$ cat src/rtl/uart_pkg.sv
package uart_pkg;

  localparam int WORD_W = 8;

  typedef enum logic [1:0] {LINE_HIGH, LINE_LOW, LINE_DATA, LINE_PAR} lineSel_e;

  typedef struct packed {
    logic [1:0] lenCode;
    logic [1:0] parCode;
  } dataCfg_t;

  typedef struct packed {
    dataCfg_t   dat;
    logic [1:0] stopCode;
  } frameCfg_t;

  typedef struct packed {
    logic     load;
    logic     shift;
    lineSel_e sel;
  } txStrobe_t;

  typedef struct packed {
    logic shiftIn;
    logic capPar;
    logic deliver;
  } rxStrobe_t;

  function automatic logic [3:0] dataBits(input logic [1:0] code);
    return 4'd5 + {2'b00, code};
  endfunction

  function automatic logic parOn(input logic [1:0] code);
    return (code == 2'd1) || (code == 2'd2);
  endfunction

  // parity bit for the low dataBits() bits of d under format c
  function automatic logic parBit(input logic [WORD_W-1:0] d, input dataCfg_t c);
    logic [WORD_W-1:0] masked;
    masked = d & (8'hFF >> (4'd8 - dataBits(c.lenCode)));
    return (c.parCode == 2'd1) ? ~(^masked) : (^masked);
  endfunction

endpackage

$ cat src/rtl/uart_tick.sv
module uart_tick #(
  parameter int DIV_W = 16
) (
  input  logic             clk,
  input  logic             rstN,
  input  logic             restart,
  input  logic [DIV_W-1:0] div,
  output logic             tick
);
  logic [DIV_W-1:0] cnt;

  assign tick = (cnt >= div) && !restart;

  always_ff @(posedge clk or negedge rstN) begin
    if (!rstN)                     cnt <= '0;
    else if (restart || cnt >= div) cnt <= '0;
    else                           cnt <= cnt + 1'b1;
  end
endmodule

$ cat src/rtl/uart_ctrl.sv
module uart_ctrl
  import uart_pkg::*;
#(
  parameter int OS = 16
) (
  input  logic      clk,
  input  logic      rstN,
  input  logic      txTick,
  input  logic      rxTick,
  input  logic      txValid,
  input  frameCfg_t cfgIn,
  input  logic      rxS,
  input  logic      rxFall,
  output logic      txReady,
  output logic      txRestart,
  output logic      rxRestart,
  output txStrobe_t txStb,
  output rxStrobe_t rxStb,
  output dataCfg_t  rxCfgQ
);
  localparam int PH_W = $clog2(2 * OS);
  localparam logic [PH_W-1:0] BIT_LAST  = PH_W'(OS - 1);
  localparam logic [PH_W-1:0] HALF_LAST = PH_W'(OS / 2 - 1);

  typedef enum logic [2:0] {S_IDLE, S_START, S_DATA, S_PAR, S_STOP} state_e;

  state_e          txState, rxState;
  logic [PH_W-1:0] txPhase, rxPhase, stopLast;
  logic [2:0]      txIdx, rxIdx, txLastIdx, rxLastIdx;
  frameCfg_t       txCfgQ;
  logic            txUnitEnd, rxUnitEnd;

  assign txLastIdx = 3'(dataBits(txCfgQ.dat.lenCode) - 4'd1);
  assign rxLastIdx = 3'(dataBits(rxCfgQ.lenCode) - 4'd1);

  always_comb begin
    case (txCfgQ.stopCode)
      2'd0:    stopLast = PH_W'(OS - 1);
      2'd1:    stopLast = PH_W'(OS + OS / 2 - 1);
      default: stopLast = PH_W'(2 * OS - 1);
    endcase
  end

  // ---------------- transmit sequencing ----------------
  always_comb begin
    case (txState)
      S_START, S_DATA, S_PAR: txUnitEnd = txTick && (txPhase == BIT_LAST);
      S_STOP:                 txUnitEnd = txTick && (txPhase == stopLast);
      default:                txUnitEnd = 1'b0;
    endcase
  end

  assign txReady   = (txState == S_IDLE);
  assign txRestart = txStb.load;

  always_comb begin
    txStb.load  = txReady && txValid;
    txStb.shift = (txState == S_DATA) && txUnitEnd;
    case (txState)
      S_START: txStb.sel = LINE_LOW;
      S_DATA:  txStb.sel = LINE_DATA;
      S_PAR:   txStb.sel = LINE_PAR;
      default: txStb.sel = LINE_HIGH;
    endcase
  end

  always_ff @(posedge clk or negedge rstN) begin
    if (!rstN) begin
      txState <= S_IDLE;
      txPhase <= '0;
      txIdx   <= '0;
      txCfgQ  <= '0;
    end else if (txState == S_IDLE) begin
      txPhase <= '0;
      txIdx   <= '0;
      if (txValid) begin
        txState <= S_START;
        txCfgQ  <= cfgIn;
      end
    end else if (txTick) begin
      txPhase <= txUnitEnd ? '0 : txPhase + 1'b1;
      if (txUnitEnd) begin
        case (txState)
          S_START: txState <= S_DATA;
          S_DATA:
            if (txIdx == txLastIdx) txState <= parOn(txCfgQ.dat.parCode) ? S_PAR : S_STOP;
            else                    txIdx   <= txIdx + 1'b1;
          S_PAR:   txState <= S_STOP;
          default: txState <= S_IDLE;
        endcase
      end
    end
  end

  // ---------------- receive sequencing ----------------
  always_comb begin
    case (rxState)
      S_START:              rxUnitEnd = rxTick && (rxPhase == HALF_LAST);
      S_DATA, S_PAR, S_STOP: rxUnitEnd = rxTick && (rxPhase == BIT_LAST);
      default:              rxUnitEnd = 1'b0;
    endcase
  end

  assign rxRestart     = (rxState == S_IDLE) && rxFall;
  assign rxStb.shiftIn = (rxState == S_DATA) && rxUnitEnd;
  assign rxStb.capPar  = (rxState == S_PAR)  && rxUnitEnd;
  assign rxStb.deliver = (rxState == S_STOP) && rxUnitEnd;

  always_ff @(posedge clk or negedge rstN) begin
    if (!rstN) begin
      rxState <= S_IDLE;
      rxPhase <= '0;
      rxIdx   <= '0;
      rxCfgQ  <= '0;
    end else if (rxState == S_IDLE) begin
      rxPhase <= '0;
      rxIdx   <= '0;
      if (rxFall) begin
        rxState <= S_START;
        rxCfgQ  <= cfgIn.dat;
      end
    end else if (rxTick) begin
      rxPhase <= rxUnitEnd ? '0 : rxPhase + 1'b1;
      if (rxUnitEnd) begin
        case (rxState)
          S_START: rxState <= rxS ? S_IDLE : S_DATA;
          S_DATA:
            if (rxIdx == rxLastIdx) rxState <= parOn(rxCfgQ.parCode) ? S_PAR : S_STOP;
            else                    rxIdx   <= rxIdx + 1'b1;
          S_PAR:   rxState <= S_STOP;
          default: rxState <= S_IDLE;
        endcase
      end
    end
  end

  // frame format stays frozen while a frame is in flight
  p_cfg_frozen_r7: assert property (@(posedge clk) disable iff (!rstN)
    (txState != S_IDLE && $past(txState) != S_IDLE) |-> $stable(txCfgQ));

  // an accepted byte makes the transmitter busy next cycle
  p_busy_after_accept_r6: assert property (@(posedge clk) disable iff (!rstN)
    (txValid && txReady) |=> !txReady);

endmodule

$ cat src/rtl/uart_dp.sv
module uart_dp
  import uart_pkg::*;
(
  input  logic              clk,
  input  logic              rstN,
  input  frameCfg_t         cfgIn,
  input  logic [WORD_W-1:0] txData,
  input  txStrobe_t         txStb,
  input  dataCfg_t          rxCfgQ,
  input  rxStrobe_t         rxStb,
  input  logic              rxd,
  output logic              txd,
  output logic              rxS,
  output logic              rxFall,
  output logic              rxValid,
  output logic [WORD_W-1:0] rxData,
  output logic              rxParErr,
  output logic              rxFrameErr
);
  logic [WORD_W-1:0] txShift, rxShift, rxAligned;
  logic              txParQ, rxParQ, rxMeta, rxPrev;

  // transmit shifter and line select
  always_ff @(posedge clk or negedge rstN) begin
    if (!rstN) begin
      txShift <= '0;
      txParQ  <= 1'b0;
    end else if (txStb.load) begin
      txShift <= txData;
      txParQ  <= parBit(txData, cfgIn.dat);
    end else if (txStb.shift) begin
      txShift <= txShift >> 1;
    end
  end

  always_comb begin
    case (txStb.sel)
      LINE_LOW:  txd = 1'b0;
      LINE_DATA: txd = txShift[0];
      LINE_PAR:  txd = txParQ;
      default:   txd = 1'b1;
    endcase
  end

  // receive synchronizer and edge detect
  always_ff @(posedge clk or negedge rstN) begin
    if (!rstN) begin
      rxMeta <= 1'b1;
      rxS    <= 1'b1;
      rxPrev <= 1'b1;
    end else begin
      rxMeta <= rxd;
      rxS    <= rxMeta;
      rxPrev <= rxS;
    end
  end

  assign rxFall    = rxPrev && !rxS;
  assign rxAligned = rxShift >> (4'd8 - dataBits(rxCfgQ.lenCode));

  always_ff @(posedge clk or negedge rstN) begin
    if (!rstN) begin
      rxShift    <= '0;
      rxParQ     <= 1'b0;
      rxValid    <= 1'b0;
      rxData     <= '0;
      rxParErr   <= 1'b0;
      rxFrameErr <= 1'b0;
    end else begin
      rxValid <= rxStb.deliver;
      if (rxStb.shiftIn) rxShift <= {rxS, rxShift[WORD_W-1:1]};
      if (rxStb.capPar)  rxParQ  <= rxS;
      if (rxStb.deliver) begin
        rxData     <= rxAligned;
        rxParErr   <= parOn(rxCfgQ.parCode) && (rxParQ != parBit(rxAligned, rxCfgQ));
        rxFrameErr <= !rxS;
      end
    end
  end

  p_start_low_r2: assert property (@(posedge clk) disable iff (!rstN)
    txStb.load |=> !txd);

  p_valid_pulse_r8: assert property (@(posedge clk) disable iff (!rstN)
    rxValid |=> !rxValid);

  p_frame_err_r11: assert property (@(posedge clk) disable iff (!rstN)
    (rxStb.deliver && !rxS) |=> (rxValid && rxFrameErr));

endmodule

$ cat src/rtl/uart_xcvr.sv
module uart_xcvr
  import uart_pkg::*;
#(
  parameter int DIV_W = 16,
  parameter int OS    = 16
) (
  input  logic              clk,
  input  logic              rstN,
  input  logic [DIV_W-1:0]  baudDiv,
  input  logic [1:0]        lenCode,
  input  logic [1:0]        parCode,
  input  logic [1:0]        stopCode,
  input  logic              txValid,
  input  logic [WORD_W-1:0] txData,
  output logic              txReady,
  output logic              txd,
  input  logic              rxd,
  output logic              rxValid,
  output logic [WORD_W-1:0] rxData,
  output logic              rxParErr,
  output logic              rxFrameErr
);
  frameCfg_t cfgIn;
  txStrobe_t txStb;
  rxStrobe_t rxStb;
  dataCfg_t  rxCfgQ;
  logic      txTick, rxTick, txRestart, rxRestart, rxS, rxFall;

  always_comb begin
    cfgIn.dat.lenCode = lenCode;
    cfgIn.dat.parCode = parCode;
    cfgIn.stopCode    = stopCode;
  end

  uart_tick #(.DIV_W(DIV_W)) uTxTick (
    .clk(clk), .rstN(rstN), .restart(txRestart), .div(baudDiv), .tick(txTick));

  uart_tick #(.DIV_W(DIV_W)) uRxTick (
    .clk(clk), .rstN(rstN), .restart(rxRestart), .div(baudDiv), .tick(rxTick));

  uart_ctrl #(.OS(OS)) uCtrl (
    .clk(clk), .rstN(rstN), .txTick(txTick), .rxTick(rxTick), .txValid(txValid),
    .cfgIn(cfgIn), .rxS(rxS), .rxFall(rxFall), .txReady(txReady),
    .txRestart(txRestart), .rxRestart(rxRestart), .txStb(txStb), .rxStb(rxStb),
    .rxCfgQ(rxCfgQ));

  uart_dp uDp (
    .clk(clk), .rstN(rstN), .cfgIn(cfgIn), .txData(txData), .txStb(txStb),
    .rxCfgQ(rxCfgQ), .rxStb(rxStb), .rxd(rxd), .txd(txd), .rxS(rxS),
    .rxFall(rxFall), .rxValid(rxValid), .rxData(rxData), .rxParErr(rxParErr),
    .rxFrameErr(rxFrameErr));

endmodule

$ cat config.mk
export PLATFORM = sky130hd
export DESIGN_NAME = uart_xcvr
export DESIGN_NICKNAME = d
export VERILOG_FILES = /design/src/rtl/uart_pkg.sv /design/src/rtl/uart_tick.sv /design/src/rtl/uart_ctrl.sv /design/src/rtl/uart_dp.sv /design/src/rtl/uart_xcvr.sv
export SDC_FILE = /design/constraint.sdc
export NUM_CORES = 1
export LEC_CHECK = 0
export BUFFER_PORTS_ARGS = -buffer_cell sky130_fd_sc_hd__buf_4
export CORE_MARGIN = 2
export CORE_UTILIZATION = 65
export DETAILED_ROUTE_END_ITERATION = 6
export GPL_ROUTABILITY_DRIVEN = 1
export PLACE_DENSITY = 0.89
export SLEW_MARGIN = 20
export SYNTH_ARGS = -nofsm -noshare
export SYNTH_HDL_FRONTEND = slang
export SYNTH_HIERARCHICAL = 1
export SYNTH_SLANG_ARGS = --single-unit
$ cat constraint.sdc
create_clock -name clk -period 7.5 [get_ports clk]
set_input_delay 0.75 -clock clk [delete_from_list [all_inputs] [get_ports clk]]
set_output_delay 0.75 -clock clk [all_outputs]
set_load 0.01 [all_outputs]
Word-level counts from Yosys, hierarchy flattened
Index checks and enable logic that the tools add are counted.
Widths: inputs -> output; s select.
- add/sub/neg operators: 13
- $lt $le $gt $ge: 2
- equal/unequal tests: 30
- shift operators: 3
- muxes and demuxes: 42
- bitwise gates (word level): 4
- reduce and logical (&&, ||, !) cells: 41
- operator list (operator ; number):
    $mux 3 ; 22
    $add 16x1->16 const B ; 2
    $ge 16x16->1 ; 2
    $mux 16 ; 2
    $mux 5 ; 6
    $pmux 3 s3 ; 2
    $and 8x8->8 ; 2
    $mux 8 ; 2
    $reduce_and 4->1 ; 4
    $reduce_xor 8->1 ; 2
    $shr 8x4->8 const A ; 2
    $logic_and 1x1->1 ; 14
    $reduce_bool 2->1 ; 7
    $eq 3x2->1 const B ; 4
    $add 5x1->5 const B ; 2
    $eq 2x1->1 const B ; 5
    $eq 5x4->1 const B ; 2
    $pmux 5 s2 ; 1
    $add 3x2->4 const A ; 2
    $eq 2x2->1 const B ; 4
    $shr 8x4->8 ; 1
    $sub 4x4->4 const A ; 2
    $add 3x1->3 const B ; 2
    $eq 3x1->1 const B ; 2
    other kinds (22) ; 39
- flip-flop bits (word level): 96
- input port bits: 34
- output and inout port bits: 13
- logic and storage cells: 159

Logic depth before layout (Yosys ltp)
- word-level depth: 10
- depth in mapped cells: 14
- gate-level depth less buffers: 11

By module
The synthesis kept the hierarchy.
- by module, submodules not included (module ; instances ; cells each ; area each (µm²) ; sequential area each (µm²)):
    uart_tick ; 2 ; 125 ; 1184.9 ; 400.4
    uart_ctrl ; 1 ; 177 ; 1814.2 ; 800.8
    uart_dp ; 1 ; 135 ; 1634.1 ; 804.5

Least setup slack after synthesis
Ideal clock, no wire load.
- path type: input to register
- start point: in baudDiv[15]
- end point: reg uDp.rxData[2]
- library setup time: 125 ps
- arrival: 3507 ps
- required time: 7375 ps
- path slack: 3868 ps
- cell stages on the path: 11
- path buffers: 1
- cells stage by stage: inv_1 > ha_1 > nand4_1 > nor3_1 > nor4_4 > a31oi_1 > nand4b_1 > a31oi_1 > and3_1 > buf_1 > mux2_2
- RTL lines (element ; RTL line ; RTL):
    start, declared ; uart_xcvr.sv:9 ; input logic [DIV_W-1:0] baudDiv,
    end signal, assigned ; uart_dp.sv:74 ; rxData <= rxAligned;
    end, declared ; uart_dp.sv:16 ; output logic [WORD_W-1:0] rxData,

==> flow_summary.toml <==
[floorplan]
die-area_mm2 = 0.00972
die_h_um = 98.6
placementRows = 34
ios = 47
initial_core_util = 0.667
die_w_um = 98.6
core-area_mm2 = 0.00872

[detailed_routing]
routedWlPerCell_um = 16.2
drt_iter0_drc = 191
vias = 4254
ant_nets = 0
vias_per_cell = 5.97
drtPass1Iterations = 5
drc = 0
wirelength_mm = 11.5

[placement]
place_congestion = 0.843
hpwl_mm = 8.56
place_area_mm2 = 0.00620
numPortBuffers = 46
dp_cells = 696

[finish]
fin_area_mm2 = 0.00640
diodes = 0
drive_gt1_frac = 0.214
fin_util = 0.733
nNetsFinal = 672
syn_to_final_growth_pct = 9.94
instances_no_fill = 712

[clocking]
clk_pin_slew_worst_paths_ps = 100
cts_resized = 0
cts_sinks = 96
insertion_delay_ps = 360
cts_max_path_buffers = 2
cts.hold.buffers_added = 0
htree_levels = 3
cts_root_buf = "clkbuf_8"
cts_buffers = 9
cts_tree = "built"
cts_setup_buffers = 0

[synthesis]
synth_edf_count = 0
synthTopCellsByCount = "dfrtp_1, inv_1, nand2_1"
ys_warn_count = 6
yosys.area.top_type = "dfrtp_1"
synth.cell_area_mm2 = 0.00582
synth_ff_type = "dfrtp_1"
syn_inst = 562
synth.most_common_cell = "dfrtp_1"
synth.area.top_cells = "dfrtp_1, ha_1, xor2_1"
ys_ff_latch = 96
yosys.cell_types.count = 65
netlist.area_leader.share = 0.400
ys_seq_area_frac = 0.414
synthesis.nets = 635
async_flop_share = 1.00
syn_avg_cell_area_um2 = 10.4

[global_routing]
gr-total-overflow = 0
antenna_found_initial = 0
track_usage = 0.251
grt_pass1_wl_mm = 20.0
grt_max_degree = 54
grt_pass1_vias = 4363

[critical_path]
reg2reg_slack_ps = 3790
cp_data_required_time_ps = 7750
endpoint_kind = "flop"
cp-start-kind = "primary input"
crit_type = "primary input to flop"
r2r_start = "uRxTick/cnt[13]"
startpoint = "baudDiv[15]"
path_max_fanout = 14
critPathArrivalTime_ps = 4040

[sta]
rsz0062_at_grt = "false"
tns_ps = 0
hold_violations = 0
maxSlewViolCount = 0
setup_violations = 0
relSlewSlack = 0.498
clock.fmax_mhz = 264
clock_skew_ps = 9.62
fin_crit_sh = 0.505
worst_slew_pin_slew_ps = 749
post-route-min-period_ps = 3790

[hold_path]
hold_class = "flop to flop"
hp-start = "uDp/rxMeta"

[power]
ir_drop_mv = 0.119
powerDensity_mw_per_mm2 = 197
power.leakage_uw = 0.00307

[run_status]
status = "completed"

[job]
drv_cap = 0
final timing paths:
path / end / cells past startpoint
hold / removal: uDp/rxS / 0
max in group asynchronous: uCtrl/rxCfgQ[0] / 2
setup reg to reg: uDp/rxData[2] / 9
min in group asynchronous: uTxTick/cnt[14] / 1
hold reg to reg: uDp/rxS / 0
setup / recovery: uDp/rxData[2] / 11
where the power goes:
group	switching [µW]	internal, µW
combinational	133	125
sequential	81.3	579
clock	186	158
total	400	862
area by class of cell:
class | instances | area (µm²)
clock buffer | 11 | 131
clock inverter | 5 | 65.1
fill | 607 | 2320
inverter | 44 | 165
multi-input combinational | 399 | 3130
sequential | 96 | 2410
tap | 108 | 135
timing repair buffer | 49 | 368
cells in the final DEF (no fill, tap or decap), types with 3 or more instances in the layout:
master	synthesis	layout
nor2_2	20	20
nand4_1	12	12
buf_4	1	49
a21o_1	5	5
clkbuf_8	0	9
xnor2_1	20	20
a211o_1	3	3
o21ai_0	20	20
inv_1	44	44
mux2i_1	9	9
nor3b_1	3	3
xor2_1	31	31
dfrtp_1	93	93
a21oi_1	21	21
nor2b_1	4	4
and4_1	6	6
mux4_2	3	3
dfstp_2	3	3
nor3_1	7	7
a31oi_1	7	7
nand2b_1	8	8
xnor2_2	3	3
nand2_1	41	41
a211oi_1	4	4
o211ai_1	4	4
nor2_1	31	31
and3_1	12	12
ha_1	39	39
nand3_1	17	17
mux2_2	24	24
nand3b_1	3	3
metrics by stage:
step | hold slack, ps | setup WS, ps | total power (µW)
after floorplan | 345 | 3870 | 835
after global placement | 346 | 3560 | 900
after detailed placement | 348 | 3340 | 924
after CTS | 362 | 3720 | 1270
after global routing | 365 | 3430 | 1340
final | 361 | 3710 | 1260
metal layers:
layer,wire length [µm],vias to the layer above,GRT usage
li1,-,2040,-
met1,4900,2093,0.323
met2,6010,105,0.439
met3,486,16,0.0504
met4,131,0,0.0590
met5,0,-,0
cells by family after synthesis:
kind of cell | synth area share
adder cells (fa/ha/maj) | 0.0839
AO/OA/AOI/OAI | 0.0895
multiplexers | 0.0826
XOR/XNOR | 0.0890
AND/OR/NAND/NOR | 0.191
flip-flops | 0.414
buffers and inverters | 0.0508
state kept, by name (all words and copies together), names as in the netlist:
register / cells
uDp/rxShift: 8
uDp/rxS: 1
uCtrl/rxCfgQ: 4
uDp/rxValid: 1
uTxTick/cnt: 16
uCtrl/rxIdx: 3
uCtrl/rxPhase: 5
uDp/txParQ: 1
uCtrl/rxState: 3
uDp/rxFrameErr: 1
uDp/rxPrev: 1
uDp/rxMeta: 1
uDp/rxData: 8
uCtrl/txState: 3
uDp/txShift: 8
uDp/rxParErr: 1
uCtrl/txCfgQ: 6
uCtrl/txPhase: 5
uCtrl/txIdx: 3
uDp/rxParQ: 1
uRxTick/cnt: 16
critical path, stage by stage:
cell and delay [ps]:
buf_4 80, inv_1 30, ha_1 310, nand4_1 200
nor3_1 370, nor4_4 100, a31oi_1 560, nand4b_1 250
a31oi_1 390, and3_1 590, mux2_2 400
No activity file was read; power rests on OpenSTA's default activity.
